### config.mk
export PLATFORM = sky130hd
export DESIGN_NAME = hs_update_sched
export DESIGN_NICKNAME = d
export VERILOG_FILES = /design/src/rtl/hs_pkg.sv /design/src/rtl/hs_sync.sv /design/src/rtl/hs_pace.sv /design/src/rtl/hs_tx_fsm.sv /design/src/rtl/hs_rx_latch.sv /design/src/rtl/hs_update_sched.sv
export SDC_FILE = /design/constraint.sdc
export NUM_CORES = 1
export LEC_CHECK = 0
export ABC_AREA = 1
export BUFFER_PORTS_ARGS = -buffer_cell sky130_fd_sc_hd__buf_2
export CORE_MARGIN = 2
export CORE_UTILIZATION = 40
export DETAILED_ROUTE_END_ITERATION = 10
export GPL_ROUTABILITY_DRIVEN = 1
export PLACE_DENSITY = 0.61
export SLEW_MARGIN = 5
export SYNTH_ARGS = -nofsm -noshare
export SYNTH_HDL_FRONTEND = slang
export SYNTH_SLANG_ARGS = --single-unit
export TNS_END_PERCENT = 10
### constraint.sdc
create_clock -name clk -period 2.1 [get_ports clk]
set_input_delay 0.21 -clock clk [delete_from_list [all_inputs] [get_ports clk]]
set_output_delay 0.21 -clock clk [all_outputs]
set_load 0.02 [all_outputs]
### src/rtl/hs_pkg.sv
package hs_pkg;

    typedef enum logic [1:0] {
        ST_IDLE = 2'd0,
        ST_REQ  = 2'd1,
        ST_HOLD = 2'd2
    } sched_st_t;

    typedef struct packed {
        logic ring;
        logic dtr;
        logic rts;
    } hs_word_t;

    localparam int HS_BITS = $bits(hs_word_t);

    function automatic int max_of4(input int a, input int b, input int c, input int d);
        int m;
        m = a;
        if (b > m) m = b;
        if (c > m) m = c;
        if (d > m) m = d;
        return m;
    endfunction

endpackage

### src/rtl/hs_sync.sv
module hs_sync #(
    parameter int WIDTH = 3
) (
    input  logic             clk,
    input  logic             rst_n,
    input  logic [WIDTH-1:0] async_in,
    output logic [WIDTH-1:0] sync_out
);

    logic [WIDTH-1:0] stage1;

    for (genvar i = 0; i < WIDTH; i++) begin : g_bit
        always_ff @(posedge clk or negedge rst_n) begin
            if (!rst_n) begin
                stage1[i]   <= 1'b0;
                sync_out[i] <= 1'b0;
            end else begin
                stage1[i]   <= async_in[i];
                sync_out[i] <= stage1[i];
            end
        end
    end

endmodule

### src/rtl/hs_pace.sv
module hs_pace #(
    parameter int INTERVAL = 16000,
    parameter int SPACE_00 = 16667,
    parameter int SPACE_01 = 1000,
    parameter int SPACE_10 = 2000,
    parameter int SPACE_11 = 4000
) (
    input  logic       clk,
    input  logic       rst_n,
    input  logic [1:0] bw_sel,
    input  logic       accept,
    output logic       hold_done,
    output logic       refresh_due
);

    import hs_pkg::*;

    localparam int MAXV = max_of4(INTERVAL, max_of4(SPACE_00, SPACE_01, SPACE_10, SPACE_11), 2, 2);
    localparam int CW   = $clog2(MAXV + 1);

    localparam logic [CW-1:0] LOAD_00  = CW'(SPACE_00 - 2);
    localparam logic [CW-1:0] LOAD_01  = CW'(SPACE_01 - 2);
    localparam logic [CW-1:0] LOAD_10  = CW'(SPACE_10 - 2);
    localparam logic [CW-1:0] LOAD_11  = CW'(SPACE_11 - 2);
    localparam logic [CW-1:0] SINCE_MAX = CW'(INTERVAL - 1);
    localparam logic [CW-1:0] DUE_AT    = CW'(INTERVAL - 2);

    logic [CW-1:0] hold_cnt;
    logic [CW-1:0] since_cnt;
    logic [CW-1:0] load_val;

    always_comb begin
        unique case (bw_sel)
            2'b00:   load_val = LOAD_00;
            2'b01:   load_val = LOAD_01;
            2'b10:   load_val = LOAD_10;
            default: load_val = LOAD_11;
        endcase
    end

    always_ff @(posedge clk or negedge rst_n) begin
        if (!rst_n) begin
            hold_cnt <= '0;
        end else if (accept) begin
            hold_cnt <= load_val;
        end else if (hold_cnt != '0) begin
            hold_cnt <= hold_cnt - 1'b1;
        end
    end

    always_ff @(posedge clk or negedge rst_n) begin
        if (!rst_n) begin
            since_cnt <= '0;
        end else if (accept) begin
            since_cnt <= '0;
        end else if (since_cnt != SINCE_MAX) begin
            since_cnt <= since_cnt + 1'b1;
        end
    end

    assign hold_done   = (hold_cnt == '0);
    assign refresh_due = (since_cnt >= DUE_AT);

endmodule

### src/rtl/hs_tx_fsm.sv
module hs_tx_fsm (
    input  logic clk,
    input  logic rst_n,
    input  logic change,
    input  logic hold_done,
    input  logic refresh_due,
    input  logic upd_ready,
    output logic upd_valid,
    output logic accept
);

    import hs_pkg::*;

    sched_st_t state, state_nxt;
    logic      pending;

    always_ff @(posedge clk or negedge rst_n) begin
        if (!rst_n) begin
            state <= ST_IDLE;
        end else begin
            state <= state_nxt;
        end
    end

    always_comb begin
        state_nxt = state;
        unique case (state)
            ST_IDLE: begin
                if (change || refresh_due) state_nxt = ST_REQ;
            end
            ST_REQ: begin
                if (upd_ready) state_nxt = ST_HOLD;
            end
            ST_HOLD: begin
                if (hold_done) begin
                    if (pending || change || refresh_due) state_nxt = ST_REQ;
                    else                                  state_nxt = ST_IDLE;
                end
            end
            default: state_nxt = ST_IDLE;
        endcase
    end

    always_ff @(posedge clk or negedge rst_n) begin
        if (!rst_n) begin
            pending <= 1'b0;
        end else if (state == ST_HOLD && !hold_done) begin
            if (change) pending <= 1'b1;
        end else begin
            pending <= 1'b0;
        end
    end

    always_comb begin
        upd_valid = 1'b0;
        unique case (state)
            ST_REQ:  upd_valid = 1'b1;
            default: upd_valid = 1'b0;
        endcase
        accept = upd_valid && upd_ready;
    end

endmodule

### src/rtl/hs_rx_latch.sv
module hs_rx_latch (
    input  logic             clk,
    input  logic             rst_n,
    input  logic             far_valid,
    input  hs_pkg::hs_word_t far_word,
    output logic             cts_out,
    output logic             dsr_out,
    output logic             ring_out
);

    always_ff @(posedge clk or negedge rst_n) begin
        if (!rst_n) begin
            cts_out  <= 1'b0;
            dsr_out  <= 1'b0;
            ring_out <= 1'b0;
        end else if (far_valid) begin
            cts_out  <= far_word.rts;
            dsr_out  <= far_word.dtr;
            ring_out <= far_word.ring;
        end
    end

endmodule

### src/rtl/hs_update_sched.sv
module hs_update_sched #(
    parameter int INTERVAL = 16000,
    parameter int SPACE_00 = 16667,
    parameter int SPACE_01 = 1000,
    parameter int SPACE_10 = 2000,
    parameter int SPACE_11 = 4000
) (
    input  logic       clk,
    input  logic       rst_n,
    input  logic [1:0] bw_sel,
    input  logic       rts_in,
    input  logic       dtr_in,
    input  logic       ring_in,
    input  logic       upd_ready,
    output logic       upd_valid,
    output logic [2:0] upd_word,
    output logic       super_compress,
    input  logic       far_valid,
    input  logic [2:0] far_word,
    output logic       cts_out,
    output logic       dsr_out,
    output logic       ring_out
);

    import hs_pkg::*;

    hs_word_t raw_in, sync_w, prev_w;
    logic     change, hold_done, refresh_due, accept;

    assign raw_in = '{ring: ring_in, dtr: dtr_in, rts: rts_in};

    hs_sync #(.WIDTH(HS_BITS)) u_sync (
        .clk      (clk),
        .rst_n    (rst_n),
        .async_in (raw_in),
        .sync_out (sync_w)
    );

    always_ff @(posedge clk or negedge rst_n) begin
        if (!rst_n) prev_w <= '0;
        else        prev_w <= sync_w;
    end

    assign change = (sync_w.rts ^ prev_w.rts) | (sync_w.dtr ^ prev_w.dtr);

    hs_pace #(
        .INTERVAL (INTERVAL),
        .SPACE_00 (SPACE_00),
        .SPACE_01 (SPACE_01),
        .SPACE_10 (SPACE_10),
        .SPACE_11 (SPACE_11)
    ) u_pace (
        .clk         (clk),
        .rst_n       (rst_n),
        .bw_sel      (bw_sel),
        .accept      (accept),
        .hold_done   (hold_done),
        .refresh_due (refresh_due)
    );

    hs_tx_fsm u_fsm (
        .clk         (clk),
        .rst_n       (rst_n),
        .change      (change),
        .hold_done   (hold_done),
        .refresh_due (refresh_due),
        .upd_ready   (upd_ready),
        .upd_valid   (upd_valid),
        .accept      (accept)
    );

    assign upd_word       = sync_w;
    assign super_compress = (bw_sel == 2'b00);

    hs_rx_latch u_rx (
        .clk       (clk),
        .rst_n     (rst_n),
        .far_valid (far_valid),
        .far_word  (hs_word_t'(far_word)),
        .cts_out   (cts_out),
        .dsr_out   (dsr_out),
        .ring_out  (ring_out)
    );

endmodule

==> flow_metrics.tcl, run 1 <==
set metrics [dict create \
    ys_seq_area_frac 0.4465 \
    clock_latency_ps 300 \
    grt_max_degree 31 \
    r2r_slack_ps 480 \
    synth_fp_nets 299 \
    wl_per_cell_um 12.58 \
    syn_inst 278 \
    clk_pin_slew_ps 80 \
    fillers 579 \
    final_cell_mix "nand2_1 (44), dfrtp_1 (44), inv_1 (29), nor2_1 (29), buf_2 (19)" \
    core_um2 5956 \
    ys_ff_latch 44 \
    p_leak_nw 1.345 \
    holdPathEnd "u_sync.stage1[0]$_DFF_PN0_" \
    cp.arrival_ps 1810 \
    first_global_vias 1899 \
    cts_tree "built" \
    drtPass1Iterations 4 \
    synth_warnings 0 \
    cts_max_level 2 \
    final-setup-viol-count 0 \
    critPathRequiredTime_ps 2280 \
    fin_util 0.4763 \
    io_buffer_count 19 \
    cts_buffers 5 \
    vias 1919 \
    hold_depth 1 \
    drc 0 \
    antenna_found_initial 0 \
    slowest_delay_ps 360 \
    die_h_um 82.52 \
    initial_core_util 0.4141 \
    cts_buffer_depth 2 \
    critPathKind "flop to flop" \
    r2r_start "u_pace.hold_cnt[0]$_DFFE_PN0P_" \
    antenna_left 0 \
    cpMaxStageDelayCell "dfrtp_1" \
    cts_setup_buffers 0 \
    worstReg2RegEnd "u_pace.hold_cnt[3]$_DFFE_PN0P_" \
    initialDrtViolationCount 96 \
    drive_above_1_share 0.2476 \
    avgViaCountPerCell 5.024 \
    worst_slew_pin_slew_ps 663.2 \
    syn_area_per_cell_um2 8.871 \
    setup_tns_ps 0 \
    hpwl_um 3602 \
    cp-end-kind "flop" \
    fin_worst_skew_ps 11.42 \
    root_buffer "clkbuf_8" \
    status "complete, no violations" \
    hold_path.class "input port to flop" \
    r2r_cells 9 \
    num_io_pins 20 \
    powerDensity_nw_per_um2 1123 \
    syn_area_um2 2466 \
    synthDistinctLibCells 37 \
    cp_max_fo 4 \
    overflow 0 \
    start_kind "flop" \
    min_period_ps 1622 \
    maxCapViolCount 0 \
    slew_headroom 0.5579 \
    clkSinkCount 44 \
    fin_hold_ws_ps 11.99 \
    wirelength_um 4806 \
    crit_path_start "u_pace.hold_cnt[0]$_DFFE_PN0P_" \
    nNetsFinal 327 \
    min_from "rts_in" \
    track_usage 0.1642 \
    slew_viol_final 0 \
    fmax_ghz 0.6167 \
    die_x_um 82.52 \
    gp_congestion 0.8783 \
    dieArea_um2 6810 \
    grt_pass1_wl_um 8487 \
    peakVddDrop_v 0.0007041 \
    min_period_over_period 0.7722 \
    rows 28 \
    rsz0062_at_grt "false" \
    crit_path_cell_trace "inv_1 > ha_1 > nand3_2 > nor2_4 > nand2_2 > nor2_4 > nand2_2 > a31oi_1 > inv_1" \
    syn_to_final_growth_pct 15.02 \
    hold_viol_final 0 \
    diodes 0 \
]
-- registers in the layout (all words and copies together) (netlist names) --
name,cells
u_pace.hold_cnt,15
u_rx.cts_out,1
u_rx.ring_out,1
u_fsm.state,2
u_rx.dsr_out,1
prev_w,2
u_fsm.pending,1
u_sync.stage1,3
u_sync.sync_out,3
u_pace.since_cnt,15
-- cell type report --
class                      count  area, µm²  share of cell area
timing repair buffer          25      145.1             0.05117
multi-input combinational    196       1210              0.4266
sequential                    44       1101              0.3882
tap                           75      93.84             0.03308
clock buffer                   5      68.82             0.02426
clock inverter                 3      90.09             0.03176
inverter                      34      127.6             0.04499
-- metal layers --
layer	GRT usage	vias up	wire [µm]
li1	-	964	-
met1	0.2029	913	2231
met2	0.2815	35	2335
met3	0.03043	7	155
met4	0.06721	0	84
met5	0	-	0
-- logic make-up after synthesis --
| group | Yosys count | synth area share |
|---|---|---|
| muxes | 4 | 0.01776 |
| xor gates and xnor gates | 15 | 0.05327 |
| DFF | 44 | 0.4465 |
| buffers and inverters | 38 | 0.06291 |
| AOI/OAI and AO/OA | 34 | 0.08371 |
| adders and majority gates | 9 | 0.04566 |
| and+or+nand+nor | 134 | 0.2902 |
-- cell usage after synthesis (all sizes together) --
master,count,area share
nor4,1,0.0051
nand3,19,0.051
ha,9,0.046
o31ai,1,0.0030
mux2,3,0.014
or2,2,0.0051
nor3b,1,0.0051
buf,4,0.011
nand4,7,0.023
xor2,6,0.021
o211a,1,0.0041
o211ai,1,0.0051
nand2,49,0.080
inv,34,0.052
a31oi,6,0.015
xnor2,9,0.032
nor3,10,0.030
a21oi,9,0.020
mux2i,1,0.0041
a2bb2oi,1,0.0036
o22ai,2,0.0051
dfrtp,44,0.45
and2,1,0.0025
o21ai,13,0.028
nor2,43,0.086
nand3b,1,0.0030
-- power breakdown --
part	switching, W	internal [W]	total, W
Combinational	0.000632	0.000392	0.00102
Sequential	0.000207	0.00106	0.00127
Clock	0.000297	0.000595	0.000892
-- worst max-delay path by stage --
stage                                      end  slack [ps]  cells after the start
6_report        u_pace.hold_cnt[3]$_DFFE_PN0P_         480                      9
5_1_grt        u_pace.hold_cnt[10]$_DFFE_PN0P_         360                      9
3_3_place_gp    u_pace.hold_cnt[3]$_DFFE_PN0P_         560                      9
2_1_floorplan   u_pace.hold_cnt[3]$_DFFE_PN0P_         640                      9
4_1_cts         u_pace.hold_cnt[3]$_DFFE_PN0P_         490                      9
3_5_place_dp    u_pace.hold_cnt[3]$_DFFE_PN0P_         500                      9
-- worst max-delay path, delay by kind of cell, from the launching register on --
kind,cells,cell delay [ps]
simple gates,5,600
flops,1,360
fa+ha+maj,1,240
buf+inv,2,180
compound gates,1,150
-- what timing repair did --
item | in CTS | in global routing
hold buffers | 1 | 1
resized for setup | 0 | 0
hold endpoints to repair | 28 | 1
-- through the flow --
stage	worst slack [ps]	cell area (µm²)	std cells	power, W
finish	478.3	2836	382	0.003185
global route	363.3	2836	382	0.003419
CTS	488.7	2826	381	0.003208
detailed placement	497.9	2658	372	0.002301
global placement	559.1	2658	372	0.002292
floorplan	638.6	2466	278	0.002054
No activity file was read; power rests on OpenSTA's default activity.
==> run 2: changes to the inputs <==
==> constraint.sdc (replaced) <==
create_clock -name clk -period 1.5 [get_ports clk]
set_input_delay 0.15 -clock clk [delete_from_list [all_inputs] [get_ports clk]]
set_output_delay 0.15 -clock clk [all_outputs]
set_load 0.02 [all_outputs]
==> run 2 against run 1 <==
  * Utilization up 1.7 points
  * Hold slack better by 69 ps
  * Critical path depth unchanged
  * Combinational power up 62%
  * Clock-buffer cell count unchanged
  * Final area up 3.6%
  * Via count up 2.2%
  * Final cell count up 3.1%
  * Sequential share of layout area down 1.4 points
  * Clock power up 2%
==> flow_metrics.tcl, run 2 (same netlist as run 1, synthesis figures left out) <==
set metrics [dict create \
    hold_depth 2 \
    root_buffer "clkbuf_8" \
    final_cell_mix "nand2_1 (44), dfrtp_1 (44), nor2_1 (29)" \
    status "complete, no violations" \
    num_io_pins 20 \
    hpwl_um 3594 \
    r2r_cells 9 \
    slew_viol_final 0 \
    clockPowerShare 0.210 \
    final-setup-viol-count 0 \
    cts_buffer_depth 2 \
    fmax_ghz 0.6802 \
    initial_core_util 0.4141 \
    start_kind "flop" \
    wl_per_cell_um 12.77 \
    drc 0 \
    first_global_vias 1801 \
    swShare 0.3829 \
    clock_latency_ps 300 \
    dpl_cell_area_um2 2715 \
    r2r_start "u_pace.hold_cnt[1]$_DFFE_PN0P_" \
    hold_viol_final 0 \
    vias 1962 \
    nNetsFinal 339 \
    die_x_um 82.52 \
    r2r_slack_ps 30 \
    cp-end-kind "flop" \
    avgViaCountPerCell 4.980 \
    worstReg2RegEnd "u_pace.hold_cnt[3]$_DFFE_PN0P_" \
    cts_max_level 2 \
    grt_pass1_wl_um 8162 \
    initialDrtViolationCount 67 \
    drive_above_1_share 0.2884 \
    track_usage 0.1583 \
    cts_buffers 5 \
    cpMaxStageDelayCell "dfrtp_1" \
    hold_path.class "input port to flop" \
    slowest_delay_ps 390 \
    grt_max_degree 45 \
    holdPathEnd "u_rx.dsr_out$_DFFE_PN0P_" \
    clk_pin_slew_ps 80 \
    fin_area_um2 2939 \
    switching_power_w 0.001661 \
    maxCapViolCount 0 \
    fin_hold_ws_ps 80.89 \
    cp_max_fo 4 \
    critPathKind "flop to flop" \
    pre_cts_slack_ps 3.370 \
    place_inst 378 \
    diodes 0 \
    peakVddDrop_v 0.001168 \
    dieArea_um2 6810 \
    gp_congestion 0.8331 \
    powerDensity_nw_per_um2 1476 \
    fillers 584 \
    syn_to_final_growth_pct 19.18 \
    rows 28 \
    clkSinkCount 44 \
    antenna_found_initial 0 \
    setup_tns_ps 0 \
    worst_slew_pin_slew_ps 291.0 \
    io_buffer_count 19 \
    drtPass1Iterations 4 \
    min_period_over_period 0.9801 \
    min_period_ps 1470 \
    p_comb_frac 0.380 \
    overflow 0 \
    setup_slack_ps 29.87 \
    cp.arrival_ps 1650 \
    die_h_um 82.52 \
    rsz0062_at_grt "true" \
    internal_power_w 0.002677 \
    seqPwrFrac 0.410 \
    wirelength_um 5032 \
    stdcell_count 394 \
    antenna_left 0 \
    min_from "far_word[1]" \
    critPathRequiredTime_ps 1680 \
    fin_worst_skew_ps 9.652 \
    core_um2 5956 \
    top_regs "u_pace.hold_cnt (15), u_pace.since_cnt (15)" \
    cts_tree "built" \
    p_leak_nw 1.378 \
    slew_headroom 0.8044 \
    crit_path_cell_trace "inv_2 > ha_4 > nand3_4 > nor2_4 > nand2_2 > nor2_4 > nand2_2 > a31oi_1 > inv_1" \
]
[run 2: stage by stage]
stage	utilization	power (W)
floorplan	-	0.002875
global placement	0.4559	0.003296
global route	0.4935	0.004664
detailed placement	0.4559	0.003313
finish	0.4935	0.004339
CTS	0.4872	0.004327
[run 2: power groups by stage]
stage / sequential (W) / clock (W) / combinational [W]
finish: 0.00178 / 0.000911 / 0.00165
floorplan: 0.00174 / 0 / 0.00113
global placement: 0.00178 / 0 / 0.00151
CTS: 0.00177 / 0.000944 / 0.00161
detailed placement: 0.00179 / 0 / 0.00153
global route: 0.00182 / 0.000987 / 0.00186
[run 2: layout make-up]
| cell class | count | area [µm²] | area share |
|---|---|---|---|
| clock buffer | 5 | 68.82 | 0.02341 |
| clock inverter | 3 | 42.54 | 0.01447 |
| inverter | 34 | 130.1 | 0.04427 |
| multi-input combinational | 196 | 1250 | 0.4253 |
| sequential | 44 | 1101 | 0.3746 |
| tap | 75 | 93.84 | 0.03193 |
| timing repair buffer | 37 | 252.7 | 0.08599 |
[run 2: how the worst max path moves through the flow]
stage | endpoint | from
after floorplan | u_pace.hold_cnt[3]$_DFFE_PN0P_ | u_pace.hold_cnt[0]$_DFFE_PN0P_
after detailed placement | u_pace.hold_cnt[0]$_DFFE_PN0P_ | u_pace.hold_cnt[1]$_DFFE_PN0P_
final | u_pace.hold_cnt[3]$_DFFE_PN0P_ | u_pace.hold_cnt[1]$_DFFE_PN0P_
after CTS | u_pace.hold_cnt[3]$_DFFE_PN0P_ | u_pace.hold_cnt[0]$_DFFE_PN0P_
after global placement | u_pace.hold_cnt[0]$_DFFE_PN0P_ | u_pace.hold_cnt[1]$_DFFE_PN0P_
after global routing | u_pace.hold_cnt[3]$_DFFE_PN0P_ | u_pace.hold_cnt[1]$_DFFE_PN0P_
[run 2: layer usage]
metal / vias up / share of wire / GRT usage / wire [µm]
met2: 25 / 0.50 / 0.2790 / 2523
met4: 0 / 0.014 / 0.05574 / 68
met3: 7 / 0.029 / 0.03478 / 147
met1: 944 / 0.46 / 0.1894 / 2292
met5: - / 0 / 0 / 0
li1: 986 / - / - / -
[run 2: worst max-delay path, delay by kind of cell (launching register included)]
family | cells | cell delay [ps]
compound gates | 1 | 130
fa+ha+maj | 1 | 140
buf+inv | 2 | 140
flops | 1 | 390
simple gates | 5 | 540
[run 2: what timing repair did]
| action | CTS | global route |
|---|---|---|
| buffers inserted | 2 | 2 |
| hold endpoints to repair | 47 | 0 |
| resized for setup | 4 | 8 |
| pin swaps | 2 | 2 |
| hold buffers | 4 | 0 |
| endpoints found under the setup margin | 4 | 22 |
